File: src/rtl/tblx_pkg.sv
package tblx_pkg;
  typedef enum logic [1:0] {ST_IDLE, ST_FETCH, ST_OUT} tblx_state_e;
  localparam logic [15:0] XIT_MASK  = 16'hE083;
  localparam logic [15:0] XIT_MATCH = 16'h8000;
  localparam logic [6:0]  OPC_JAL   = 7'b1101111;
  localparam int IDX_W    = 10;
  localparam int REGION_W = 21;
endpackage

File: src/rtl/tblx_decode.sv
module tblx_decode
  import tblx_pkg::*;
#(
  parameter int XLEN = 32
) (
  input  logic [15:0]     insn,
  input  logic [XLEN-1:0] base,
  output logic            hit,
  output logic            hw_tab,
  output logic [XLEN-1:0] addr
);
  localparam int PadW = XLEN - IDX_W - 2;

  logic [IDX_W-1:0] idx;

  always_comb begin
    hit    = (insn & XIT_MASK) == XIT_MATCH;
    hw_tab = base[0];
    // scrambled index, most significant bit first
    idx    = {insn[8], insn[12], insn[3], insn[9], insn[6:5], insn[2],
              insn[11:10], insn[4]};
    addr   = (base & ~XLEN'(3)) + {{PadW{1'b0}}, idx, 2'b00};
  end
endmodule

File: src/rtl/tblx_jal.sv
module tblx_jal
  import tblx_pkg::*;
#(
  parameter int XLEN = 32
) (
  input  logic [6:0]             opc,     // fetched word bits 6:0
  input  logic [19:0]            imm_src, // fetched word bits 31:12
  input  logic [XLEN-REGION_W-1:0] pc_hi,
  output logic                   is_jal,
  output logic [XLEN-1:0]        target
);
  logic [REGION_W-1:0] imm;

  always_comb begin
    is_jal = opc == OPC_JAL;
    // w[31] -> 20, w[19:12] -> 19:12, w[20] -> 11, w[30:21] -> 10:1
    imm    = {imm_src[19], imm_src[7:0], imm_src[8], imm_src[18:9], 1'b0};
    target = {pc_hi, imm};
  end
endmodule

File: src/rtl/tblx_unit.sv
module tblx_unit
  import tblx_pkg::*;
#(
  parameter int XLEN = 32
) (
  input  logic            clk,
  input  logic            rst_n,
  input  logic            in_valid,
  output logic            in_ready,
  input  logic [15:0]     in_insn,
  input  logic [XLEN-1:0] in_pc,
  input  logic [XLEN-1:0] tbase,
  output logic            mem_req,
  output logic [XLEN-1:0] mem_addr,
  input  logic            mem_ack,
  input  logic            mem_err,
  input  logic [31:0]     mem_rdata,
  output logic            out_valid,
  input  logic            out_ready,
  output logic [31:0]     out_insn,
  output logic [XLEN-1:0] out_next_pc,
  output logic            out_redirect,
  output logic [XLEN-1:0] out_target,
  output logic            out_illegal,
  output logic            out_fault
);
  tblx_state_e state_q, state_d;

  logic [XLEN-1:0] pc_q, addr_q, tgt_q, tgt_d, addr_d, pc_d;
  logic [31:0]     insn_q, insn_d;
  logic            redir_q, redir_d, ill_q, ill_d, flt_q, flt_d;
  logic            ld_en, addr_en;

  logic            dec_hit, dec_hw;
  logic [XLEN-1:0] dec_addr, jal_tgt;
  logic            jal_hit;

  tblx_decode #(.XLEN(XLEN)) i_decode (
    .insn   (in_insn),
    .base   (tbase),
    .hit    (dec_hit),
    .hw_tab (dec_hw),
    .addr   (dec_addr)
  );

  tblx_jal #(.XLEN(XLEN)) i_jal (
    .opc     (mem_rdata[6:0]),
    .imm_src (mem_rdata[31:12]),
    .pc_hi   (pc_q[XLEN-1:REGION_W]),
    .is_jal  (jal_hit),
    .target  (jal_tgt)
  );

  // next-state and datapath selection
  always_comb begin
    state_d = state_q;
    pc_d    = in_pc;
    addr_d  = dec_addr;
    insn_d  = {16'h0, in_insn};
    redir_d = 1'b0;
    tgt_d   = jal_tgt;
    ill_d   = 1'b0;
    flt_d   = 1'b0;
    ld_en   = 1'b0;
    addr_en = 1'b0;
    unique case (state_q)
      ST_IDLE: begin
        if (in_valid) begin
          ld_en = 1'b1;
          if (dec_hit && !dec_hw) begin
            addr_en = 1'b1;
            state_d = ST_FETCH;
          end else begin
            ill_d   = dec_hit;
            state_d = ST_OUT;
          end
        end
      end
      ST_FETCH: begin
        pc_d = pc_q;
        if (mem_ack) begin
          ld_en   = 1'b1;
          state_d = ST_OUT;
          if (mem_err) begin
            insn_d = '0;
            flt_d  = 1'b1;
          end else begin
            insn_d  = mem_rdata;
            redir_d = jal_hit;
          end
        end
      end
      ST_OUT: begin
        if (out_ready) state_d = ST_IDLE;
      end
      default: state_d = ST_IDLE;
    endcase
  end

  always_ff @(posedge clk or negedge rst_n) begin
    if (!rst_n) state_q <= ST_IDLE;
    else        state_q <= state_d;
  end

  always_ff @(posedge clk) begin
    if (ld_en) begin
      pc_q    <= pc_d;
      insn_q  <= insn_d;
      redir_q <= redir_d;
      tgt_q   <= tgt_d;
      ill_q   <= ill_d;
      flt_q   <= flt_d;
    end
    if (addr_en) addr_q <= addr_d;
  end

  always_comb begin
    in_ready     = state_q == ST_IDLE;
    mem_req      = state_q == ST_FETCH;
    mem_addr     = addr_q;
    out_valid    = state_q == ST_OUT;
    out_insn     = insn_q;
    out_next_pc  = pc_q + XLEN'(2);
    out_redirect = redir_q;
    out_target   = tgt_q;
    out_illegal  = ill_q;
    out_fault    = flt_q;
  end
endmodule

File: config.mk
export PLATFORM = sky130hd
export DESIGN_NAME = tblx_unit
export DESIGN_NICKNAME = d
export VERILOG_FILES = /design/src/rtl/tblx_pkg.sv /design/src/rtl/tblx_decode.sv /design/src/rtl/tblx_jal.sv /design/src/rtl/tblx_unit.sv
export SDC_FILE = /design/constraint.sdc
export NUM_CORES = 1
export LEC_CHECK = 0
export CAP_MARGIN = 20
export CORE_MARGIN = 1.5
export CORE_UTILIZATION = 40
export CTS_BUF_LIST = sky130_fd_sc_hd__clkbuf_4 sky130_fd_sc_hd__clkbuf_8
export DETAILED_ROUTE_END_ITERATION = 7
export PLACE_DENSITY = 0.74
export SLEW_MARGIN = 0
export SYNTH_ARGS = -nofsm -noshare
export SYNTH_HDL_FRONTEND = slang
export SYNTH_SLANG_ARGS = --single-unit
File: constraint.sdc
create_clock -name clk -period 4.3 [get_ports clk]
set_input_delay 0.645 -clock clk [delete_from_list [all_inputs] [get_ports clk]]
set_output_delay 0.645 -clock clk [all_outputs]
set_load 0.005 [all_outputs]
# Yosys cells after proc, flatten, opt, wreduce, memory -nomap -nowiden
# Cells that the tools add are included.
dict set report totals {
  reg_bits 132
  inputBits 118
}
dict set report op_classes {
  add_sub_neg 2
  n_eq_ne 7
  mux 15
  bitwise 4
  n_reduce_logical 8
}
# operator count
set ops {}
lappend ops {{$mux W16} 3}
lappend ops {{$add A32 B12 Y32} 1}
lappend ops {{$add A32 B2 Y32 const B} 1}
lappend ops {{$mux W2} 4}
lappend ops {{$eq A7 B7 Y1 const B} 1}
lappend ops {{$eq A6 B6 Y1 const B} 1}
lappend ops {{$mux W1} 6}
lappend ops {{$pmux W2 S3} 1}
lappend ops {{$reduce_or A3 Y1} 2}
lappend ops {{$ne A2 B1 Y1 const B} 2}
lappend ops {{$not A1 Y1} 4}
lappend ops {{$reduce_and A2 Y1} 2}
lappend ops {{$reduce_and A3 Y1} 1}
lappend ops {{$eq A2 B1 Y1 const B} 1}
lappend ops {{$eq A2 B2 Y1 const B} 1}
lappend ops {{$logic_not A2 Y1} 1}
lappend ops {{$ne A2 B2 Y1 const B} 1}
lappend ops {{$pmux W1 S2} 1}
lappend ops {{$logic_and A1 B1 Y1} 1}
lappend ops {{$logic_not A1 Y1} 1}

# Logic depth before layout (Yosys ltp)
dict set report depth {
  depth_word 5
  ltp_mapped 8
  ltp_nobuf 8
}

# Hierarchy
# A second synthesis with hierarchy kept.
dict set report hier_totals {
  cells_unflattened 497
  hier_area_um2 6558.8
}
# mod instances cells_each area_per_inst_um2
set by_module_without_submodules {}
lappend by_module_without_submodules {tblx_unit 1 316 5193.7}
lappend by_module_without_submodules {tblx_decode 1 145 1103.6}
lappend by_module_without_submodules {tblx_jal 1 36 261.5}

# Worst setup path before layout
# OpenSTA, ideal clock, no wires.
dict set report synth_timing {
  kind {input port to flip-flop}
  start {input in_insn[13]}
  end {register addr_q[10], in the netlist mem_addr[10] (enable)}
  setup_ns 0.419
  arrival_ns 2.921
  path_slack_ns 0.961
  cell_stages 3
  path_buffers 0
  path_cell_list {or4b_1 or4_1 nor2_1}
}
dict set report synth_via {
  elab_chain_cells 5
}
# element line
set synth_rtl {}
lappend synth_rtl {{from (decl)} tblx_unit.sv:10} ;# input logic [15:0] in_insn,
lappend synth_rtl {{$eq A6 B6 Y1} tblx_decode.sv:17} ;# hit = (insn & XIT_MASK) == XIT_MATCH;
lappend synth_rtl {{$logic_and A1 B1 Y1} tblx_unit.sv:70} ;# if (dec_hit && !dec_hw) begin
lappend synth_rtl {{$mux W1} tblx_unit.sv:70}
lappend synth_rtl {{$mux W1} tblx_unit.sv:68} ;# if (in_valid) begin
lappend synth_rtl {{$mux W1} tblx_unit.sv:66} ;# unique case (state_q)
lappend synth_rtl {{via addr_en} tblx_unit.sv:32} ;# logic ld_en, addr_en;
lappend synth_rtl {{to (signal assigned)} tblx_unit.sv:114} ;# if (addr_en) addr_q <= addr_d;
lappend synth_rtl {{to (decl)} tblx_unit.sv:29} ;# logic [XLEN-1:0] pc_q, addr_q, tgt_q, tgt_d, addr_d, pc_d;
# The timed path passes the listed nets, and every way through them passes these cells.
# A chain may end at the register's enable or synchronous reset.

# Worst setup path after layout
dict set report layout_timing {
  start {register pc_q[3]}
  end {output out_next_pc[24]}
}
dict set report layout_via {
  elab_chain_cells 1
}
# element line
set layout_rtl {}
lappend layout_rtl {{from (decl)} tblx_unit.sv:29}
lappend layout_rtl {{from (signal assigned)} tblx_unit.sv:107} ;# pc_q <= pc_d;
lappend layout_rtl {{$add A32 B2 Y32} tblx_unit.sv:123} ;# out_next_pc = pc_q + XLEN'(2);
lappend layout_rtl {{to (decl)} tblx_unit.sv:21} ;# output logic [XLEN-1:0] out_next_pc,
# Every way passes these cells.

==> impl_metrics.tcl <==
set metrics [dict create \
    dieArea_um2 15500 \
    vias_per_cell 5.00 \
    r2r_start "state_q[0]$_DFFE_PN0P_" \
    stdcell_area_um2 8960 \
    h-tree-depth 4 \
    io_pins 252 \
    grt_overflow 0 \
    slew-limit-headroom_pct 41.5 \
    portBuffers 247 \
    mappedNetlistArea_um2 5890 \
    min_path_type "in2async" \
    drc 0 \
    synth.largest_area_cell "edfxtp_1" \
    synth_ff_type "edfxtp_1" \
    clkSlewWorstSetupHoldPaths_ps 80 \
    rr_endpoint "mem_addr[29]$_DFFE_PP_" \
    worstMarginPinSlew_ps 878 \
    synth.top_cell.area_share_pct 65.2 \
    p_leak_nw 3.24 \
    synthMuxAreaShare_pct 0 \
    ys_seq_elements 130 \
    antenna_cells 0 \
    cp.required_ps 3650 \
    power.density_nw_per_um2 330 \
    synthSimpleGateAreaFrac_pct 13.8 \
    synth_common_cells "edfxtp_1, nand2_1, xnor2_1, o21ai_0, nor2_1" \
    ys_seq_area_share_pct 66.1 \
    num-fill-cells 1108 \
    preCtsSetupSlack_ps 1190 \
    hold_buffers 0 \
    slew_violations 0 \
    async_reset_ff_share_pct 1.54 \
    post_cts_resized 0 \
    cts_tree "yes" \
    cp_max_fo 5 \
    worstPathCellList "nand4_1 -> nor3_2 -> nand4_1 -> nor2_1 -> xor2_1 -> clkdlybuf4s50_1" \
    yosysWarnings 0 \
    fin_ws_ps 950 \
    core_um2 14500 \
    avgSynthCellArea_um2 13.5 \
    start_kind "register" \
    rsz0062_at_grt "false" \
    grt_max_degree 67 \
    finalHoldViolCount 0 \
    dpl.hpwl_mm 12.0 \
    synth_edf_count 128 \
    clock_latency_ps 430 \
    crit_top_cell "nand4_1" \
    synth_fa_ha_area_share_pct 2.68 \
    maxCapViolations 0 \
    instances_no_fill 892 \
    finalSetupViolCount 0 \
    clockBufferDepth 2 \
    drive_above_1_share_pct 6.92 \
    tns_ps 0 \
    die_w_um 124 \
    synthTopCellsByArea "edfxtp_1, xnor2_1, xor2_1" \
    syn_inst 436 \
    yosysMostFrequentCell "edfxtp_1" \
    std_cell_rows 44 \
    dp.cells 860 \
    drt_first_pass_iters 4 \
    place_area_um2 8590 \
    drtIter0Drc 260 \
    antenna_found_initial 0 \
    fin_nets 825 \
    cts_root_buf "clkbuf_8" \
    slowest_stage "clkdlybuf4s50_1" \
    rr_worst_depth 5 \
    arrival_ps 2710 \
    period_needed_ps 3350 \
    grt_pass1_vias 4446 \
    status "finished clean" \
    fmax_mhz 298 \
    peakVddDrop_uv 200 \
    synthXorXnorAreaFrac_pct 8.17 \
    slowest_delay_ps 530 \
    multi_input_area_um2 1890 \
    wl_per_cell_um 17.6 \
    synthToLayoutAreaGrowth_pct 52.1 \
    die_y_um 124 \
    synth_top_family_by_area "simple AND/OR/NAND/NOR gates" \
    reg2reg_slack_ps 2230 \
    post_cts_buffers 0 \
    ant_nets 0 \
    synth.distinct_cells 49 \
    gp_congestion 0.790 \
    finalCritPeriodShare_pct 77.9 \
    wl_mm 15.7 \
    cp-end-kind "primary output" \
    clock_sinks 130 \
    num_vias 4462 \
    grt_pass1_wl_mm 24.1 \
    synth_compound_area_share_pct 7.05 \
    cts_buffers 17 \
    fin_skew_ps 7.66 \
    seqCellArea_um2 3890 \
    grt_use_total_pct 20.3 \
    worstSetupPathType "reg2out" \
    start_util_pct 40.7 \
]
-- sequential cells by signal, summed over array words and instances, names as in the netlist --
name	flops
mem_addr	30
out_fault	1
out_illegal	1
out_insn	32
out_redirect	1
out_target	31
pc_q	32
state_q	2
-- critical path: cells and delay by family, from the launching register on --
| family | cells | cell delay, ps |
|---|---|---|
| AND/OR/NAND/NOR | 4 | 1110 |
| buffers and inverters | 1 | 530 |
| flip-flops | 1 | 430 |
| XOR/XNOR | 1 | 210 |
-- cells by family (layout without fill, tap and decap cells) --
kind of cell             after synthesis  after routing
adder cells (fa/ha/maj)               12             12
AND/OR/NAND/NOR                      146            146
XOR/XNOR                              55             55
AO/OA/AOI/OAI                         62             62
flip-flops                           130            130
other                                  1              3
buffers and inverters                 30            300
-- where the power goes --
part | internal [mW] | switching (mW)
sequential | 1.49 | 0.0345
combinational | 0.275 | 0.194
clock | 0.460 | 0.506
-- cell type report --
type	count	share of cell area (%)
clock inverters	15	1.49
repair buffers	250	28.1
clock buffers	17	2.61
well taps	184	2.57
flip-flops and latches	130	43.4
inverters	18	0.754
multi-input cells	278	21.1
-- layout by cell type (no fill, tap or decap), drive strengths merged, types with 2 or more instances in the layout --
cell type,count
clkbuf,17
nand3,14
a211oi,4
clkinv,8
or3,3
o211ai,5
edfxtp,128
buf,3
inv,21
o21bai,4
clkinvlp,3
clkdlybuf4s50,247
nor4,3
and4,3
o21a,3
nor2b,2
a21boi,3
ha,11
nand2,35
nor3,3
a21o,4
nand4,12
nor2,22
and2,18
a21oi,9
conb,3
xnor2,35
and3,11
o2111ai,2
nand2b,17
xor2,20
o21ai,24
dfrtp,2
-- per-stage QoR --
step	utilization, %	total power [mW]	hold WS [ps]
4_1_cts	61.9	2.99	338
3_5_place_dp	59.4	2.02	438
3_3_place_gp	59.2	2.00	438
6_report	61.9	2.96	376
2_1_floorplan	-	1.71	349
5_1_grt	61.9	3.08	345
-- routing by layer --
layer | vias to the layer above | track usage [%] | part of all wire (%) | wire length, um
met5 | - | 0 | 0 | 0
met4 | 0 | 7.84 | 1.9 | 305
met3 | 20 | 7.90 | 10 | 1580
met2 | 222 | 33.8 | 50 | 7760
met1 | 2110 | 23.7 | 38 | 6020
li1 | 2110 | - | - | -
-- how the worst max path moves through the flow --
stage,from,end,slack (ps),depth (start not counted)
floorplan,in_insn[13],mem_addr[10]$_DFFE_PP_,960,3
global placement,in_insn[4],mem_addr[22]$_DFFE_PP_,1240,9
detailed placement,in_insn[4],mem_addr[26]$_DFFE_PP_,1190,9
CTS,pc_q[3]$_DFFE_PP_,out_next_pc[24],880,6
global route,pc_q[3]$_DFFE_PP_,out_next_pc[24],690,6
finish,pc_q[3]$_DFFE_PP_,out_next_pc[24],950,6
(Power assumes the default switching activity.)
